===== src/rtl/rid_capture_responder.sv =====
module rid_capture_responder #(
  parameter int ADDR_W = 10,
  parameter int TAG_W  = 10,
  parameter logic [ADDR_W-1:0] CAP_DW = ADDR_W'(57)
) (
  input  logic              clk,
  input  logic              rst_n,
  input  logic              req_valid,
  output logic              req_ready,
  input  logic [1:0]        req_kind,
  input  logic [ADDR_W-1:0] req_addr,
  input  logic [15:0]       req_rid,
  input  logic [TAG_W-1:0]  req_tag,
  input  logic              bar_cfg_map,
  output logic              cpl_valid,
  input  logic              cpl_ready,
  output logic [15:0]       cpl_rid,
  output logic [TAG_W-1:0]  cpl_tag,
  output logic              cpl_has_data,
  output logic [31:0]       cpl_data
);
  localparam logic [1:0] K_CFG_RD = 2'b00;
  localparam logic [1:0] K_CFG_WR = 2'b01;
  localparam logic [1:0] K_BAR_RD = 2'b10;
  localparam int         PAD_W    = 32 - 16;

  logic hit, want_data, want_cpl, take;

  assign req_ready = !cpl_valid || cpl_ready;
  assign take      = req_valid && req_ready;
  assign hit       = (req_addr == CAP_DW);
  assign want_data = hit && ((req_kind == K_CFG_RD) ||
                             (req_kind == K_BAR_RD && bar_cfg_map));
  assign want_cpl  = want_data || (hit && req_kind == K_CFG_WR);

  always_ff @(posedge clk or negedge rst_n) begin
    if (!rst_n) begin
      cpl_valid    <= 1'b0;
      cpl_rid      <= '0;
      cpl_tag      <= '0;
      cpl_has_data <= 1'b0;
      cpl_data     <= '0;
    end else if (take) begin
      cpl_valid <= want_cpl;
      if (want_cpl) begin
        cpl_rid      <= req_rid;
        cpl_tag      <= req_tag;
        cpl_has_data <= want_data;
        cpl_data     <= want_data ? {{PAD_W{1'b0}}, req_rid} : '0;
      end
    end else if (cpl_ready) begin
      cpl_valid <= 1'b0;
    end
  end
endmodule



===== config.mk =====
export PLATFORM = sky130hd
export DESIGN_NAME = rid_capture_responder
export DESIGN_NICKNAME = d
export VERILOG_FILES = /design/src/rtl/rid_capture_responder.sv
export SDC_FILE = /design/constraint.sdc
export NUM_CORES = 1
export LEC_CHECK = 0
export BUFFER_PORTS_ARGS = -buffer_cell sky130_fd_sc_hd__buf_2
export CORE_ASPECT_RATIO = 0.9
export CORE_MARGIN = 3
export CORE_UTILIZATION = 48
export DETAILED_ROUTE_END_ITERATION = 8
export GPL_TIMING_DRIVEN = 0
export PLACE_DENSITY = 0.85
export SLEW_MARGIN = 20
export SYNTH_ARGS = -nofsm -noshare
export SYNTH_HDL_FRONTEND = slang
export SYNTH_SLANG_ARGS = --single-unit
export TNS_END_PERCENT = 1

===== constraint.sdc =====
create_clock -name clk -period 2.97 [get_ports clk]
set_input_delay 0.297 -clock clk [delete_from_list [all_inputs] [get_ports clk]]
set_output_delay 0.297 -clock clk [all_outputs]
set_load 0.01 [all_outputs]

Word level (Yosys, flattened, before mapping) --
Index checks and enable logic that the tools add are counted.
Storage, ports and cells: bits in registers 60, input bits 43, logic and storage cells 22
Operators by class: eq/ne operators 3, muxes and demuxes 3, reduce and logical (&&, ||, !) cells 11
Operators with widths (number):
- 16-bit two-way mux | 1
- 10-bit by 6-bit == test with 1-bit output, second input constant | 1
- 1-bit logical AND | 4
- 1-bit logical OR | 3
- 2-bit by 1-bit == test with 1-bit output, second input constant | 1
- 2-bit == test, second input constant | 1
- 2-bit logical NOT | 1
- 1-bit two-way mux | 2
- 2-bit AND reduction | 1
- 2-bit nonzero test | 1
- 1-bit logical NOT | 1

Depth between registers and ports, before layout --
word-level depth 6, mapped depth 5, mapped depth without buffers 4

Worst setup path after synthesis --
OpenSTA, ideal clock, no wires.
path kind input to register, start point in req_addr[7], end point reg cpl_rid[5], data arrival time 1.472 ns, setup slack 1.373 ns, cell stages on the path 5, cell sequence nor4b_1 -> and4b_1 -> nand4_4 -> clkbuf_8 -> mux2_4
On the way: longest elaborated chain between the ends 4, elaborated cells between the ends (all ways) 5, classes of those cells eq/ne: 1; reduce/logical: 4
Ends and longest elaborated chain:
- start, declared | RTL line 11 | input logic [ADDR_W-1:0] req_addr,
- 10-bit by 6-bit == test with 1-bit output (*) | RTL line 31 | assign hit = (req_addr == CAP_DW);
- 1-bit logical AND (on tied branches) | RTL line 32, 34
- 1-bit logical OR (*) | RTL line 34 | assign want_cpl = want_data || (hit && req_kind == K_CFG_WR);
- 2-bit AND reduction (no line) (*)
- end signal, assigned | RTL line 46 | cpl_rid <= req_rid;
- end, declared | RTL line 17 | output logic [15:0] cpl_rid,
Every way passes the cells marked *; elsewhere a longest branch is shown, timed or not. A chain may end at the register's enable or synchronous reset.

Final worst setup path --
Ends and elaborated chain as after synthesis.

==> impl_metrics.json <==
{
  "status": "finished clean",
  "startpoint_type": "input port",
  "power_w": 0.001084,
  "p_comb_frac": 0.085,
  "clkLatencyLatePin_ns": 0.29,
  "yosys_warnings": 0,
  "grtUsageMet2": 0.2723,
  "power.switching_w": 0.0002455,
  "grt_use_met1": 0.1848,
  "final-seq-area_sq_mm": 0.001101,
  "setup_violations": 0,
  "die_x_microns": 72.98,
  "fin_crit_sh": 0.4984,
  "grt.met3_usage": 0.04863,
  "drc": 0,
  "syn_area_per_cell_sq_um": 14.36,
  "synth_top_area_share": 0.5681,
  "wl_per_cell_microns": 12.90,
  "r2r-end": "cpl_rid[5]$_DFFE_PN0P_",
  "synth_area_sq_mm": 0.001938,
  "cts_buffer_depth": 2,
  "areaGrowthSynthToFinish_pct": 33.38,
  "htree_levels": 2,
  "path_clk_slew_ns": 0.08,
  "finalNetCount": 287,
  "diodes": 0,
  "seqPwrFrac": 0.558,
  "layout-drive-gt1-share": 0.6449,
  "fin_crit_ns": 1.480,
  "slew_viol_final": 0,
  "yosysUniqueCellTypes": 18,
  "setup_tns_ns": 0,
  "grt-ovfl-total": 0,
  "first_pass_iters": 4,
  "dp_slack_ns": 1.160,
  "synth_seq_cells": 44,
  "crit_path_end_kind": "flop",
  "die_h_microns": 66.28,
  "grtUsageTotal": 0.1602,
  "fmax_ghz": 0.6756,
  "cts_sinks": 44,
  "synth_area_leaders": "dfrtp_1 57%, mux2_2 23%, buf_4 6.6%, nor2b_1 5.2%, mux2_4 2.3%",
  "worstPathRequired_ns": 3.15,
  "cap_violations": 0,
  "vdd_drop_max_mv": 0.3422,
  "r2r_start": "cpl_valid$_DFFE_PN0P_",
  "tritoncts": "yes",
  "vias_per_cell": 4.636,
  "dieArea_sq_mm": 0.004837,
  "netlist_instances": 135,
  "place_congestion": 0.7083,
  "post-synth-top-area-cell": "dfrtp_1",
  "antenna_found_initial": 0,
  "core.rowCount": 21,
  "cts-buffers-inserted": 5,
  "fin_area_sq_mm": 0.002585,
  "rsz0062_at_grt": "no",
  "grt.busiest_layer": "met2",
  "pwr-share-clk": 0.357,
  "io_pins": 104,
  "final.setup.worst_slack_ns": 1.490,
  "postCtsSetupBuffers": 0,
  "reg2regPathDepth": 4,
  "place_area_sq_mm": 0.002487,
  "critPathKind": "input port to flop",
  "reg2reg_slack_ns": 1.60,
  "via_count": 1349,
  "holdCritPathClass": "input port to asynchronous set/reset pin",
  "power.internal_w": 0.0008387,
  "grt_start_max_net_pins": 45,
  "ant_nets": 0,
  "clock-root-buffer": "clkbuf_8",
  "crit_arrival_ns": 1.66,
  "start_util": 0.5087,
  "core_area_sq_mm": 0.003810,
  "hpwl_microns": 2943,
  "slew_headroom": 0.3745,
  "hold_viol": 0,
  "first_global_vias": 1311,
  "p_sw_frac": 0.2265,
  "n_fill_cell": 301,
  "path_max_fanout": 10,
  "holdBufCountCts": 0,
  "ys_seq_area_frac": 0.5681,
  "totalWireLength_microns": 3753,
  "portBuffers": 87,
  "grt_pass1_wl_microns": 5892,
  "tightest_slew_ns": 0.9383,
  "power.density_mw_per_mm2": 419.4,
  "drtIter0Drc": 47,
  "cts-resized-gates": 0,
  "finalClockSkew_ns": 0.003982,
  "multi_input_area_sq_um": 718.2,
  "p_leak_nw": 1.573
}
==> layer usage <==
layer / part of all wire / routed length, microns
met4: 0.015 / 56
met2: 0.51 / 1920
met5: 0 / 0
met3: 0.089 / 334
met1: 0.38 / 1441
==> synthesized netlist by cell type <==
cell / instances
mux2i_1: 1
dfrtp_1: 44
o21ai_0: 1
and4b_1: 1
nor2b_1: 16
inv_1: 2
mux2_2: 39
nand2b_1: 1
clkbuf_8: 1
nor4b_1: 1
nand2_1: 2
buf_4: 17
conb_1: 1
clkbuf_1: 1
nor3_1: 1
buf_6: 2
nand4_4: 1
mux2_4: 3
==> area by class of cell <==
type / count / area share
Buffer: 21 / 0.06486
Inverter: 2 / 0.002904
Timing Repair Buffer: 87 / 0.1684
Multi-Input combinational cell: 83 / 0.2778
Sequential cell: 44 / 0.4259
Tap cell: 46 / 0.02227
Clock inverter: 2 / 0.005808
Clock buffer: 6 / 0.03195
==> metrics by stage <==
step | hold slack [ns] | utilization | std cells
final | 0.1430 | 0.6785 | 291
after global routing | 0.2117 | 0.6785 | 291
after CTS | 0.1709 | 0.6785 | 291
after detailed placement | 0.4876 | 0.6529 | 283
after global placement | 0.4823 | 0.6529 | 283
after floorplan | 0.001409 | - | 150
==> critical path: stages <==
cell      delay [ns]
buf_2           0.10
nor4b_1         0.26
and4b_1         0.27
nand4_4         0.19
clkbuf_8        0.24
mux2_4          0.30
==> how the worst max path moves through the flow <==
stage | start | endpoint
floorplan | req_addr[7] | cpl_rid[5]$_DFFE_PN0P_
global placement | req_addr[7] | cpl_rid[5]$_DFFE_PN0P_
detailed placement | req_addr[7] | cpl_data[8]$_DFFE_PN0P_
CTS | req_addr[7] | cpl_rid[5]$_DFFE_PN0P_
global route | req_addr[7] | cpl_data[5]$_DFFE_PN0P_
finish | req_addr[7] | cpl_rid[5]$_DFFE_PN0P_
==> sequential cells by signal, summed over array words and instances, names as in the netlist <==
register,count
cpl_data,16
cpl_has_data,1
cpl_rid,16
cpl_tag,10
cpl_valid,1
==> placed cells by master (no fill, tap or decap), drive strengths merged <==
master      n
buf       106
dfrtp      44
mux2       42
nor2b      16
conb       16
clkbuf      8
inv         2
nand2       2
clkinvlp    2
nand2b      1
o21ai       1
nor3        1
nor4b       1
and4b       1
nand4       1
mux2i       1
==> logic make-up (layout without fill, tap and decap cells) <==
group,count (synthesis),in the layout,share of synthesized area
and+or+nand+nor,23,23,0.08199
other,1,16,0.001935
DFF,44,44,0.5681
buffers and inverters,23,118,0.09038
AOI/OAI and AO/OA,1,1,0.002580
muxes,43,43,0.2550
==> power by group through the flow <==
stage	sequential, W	clock (W)	combinational [W]
2_1_floorplan	0.000620	0	0.0000411
3_3_place_gp	0.000617	0	0.0000912
3_5_place_dp	0.000618	0	0.0000930
4_1_cts	0.000606	0.000403	0.0000934
5_1_grt	0.000606	0.000426	0.000103
6_report	0.000605	0.000387	0.0000920
Note: power is estimated with default switching activity, not from simulation.
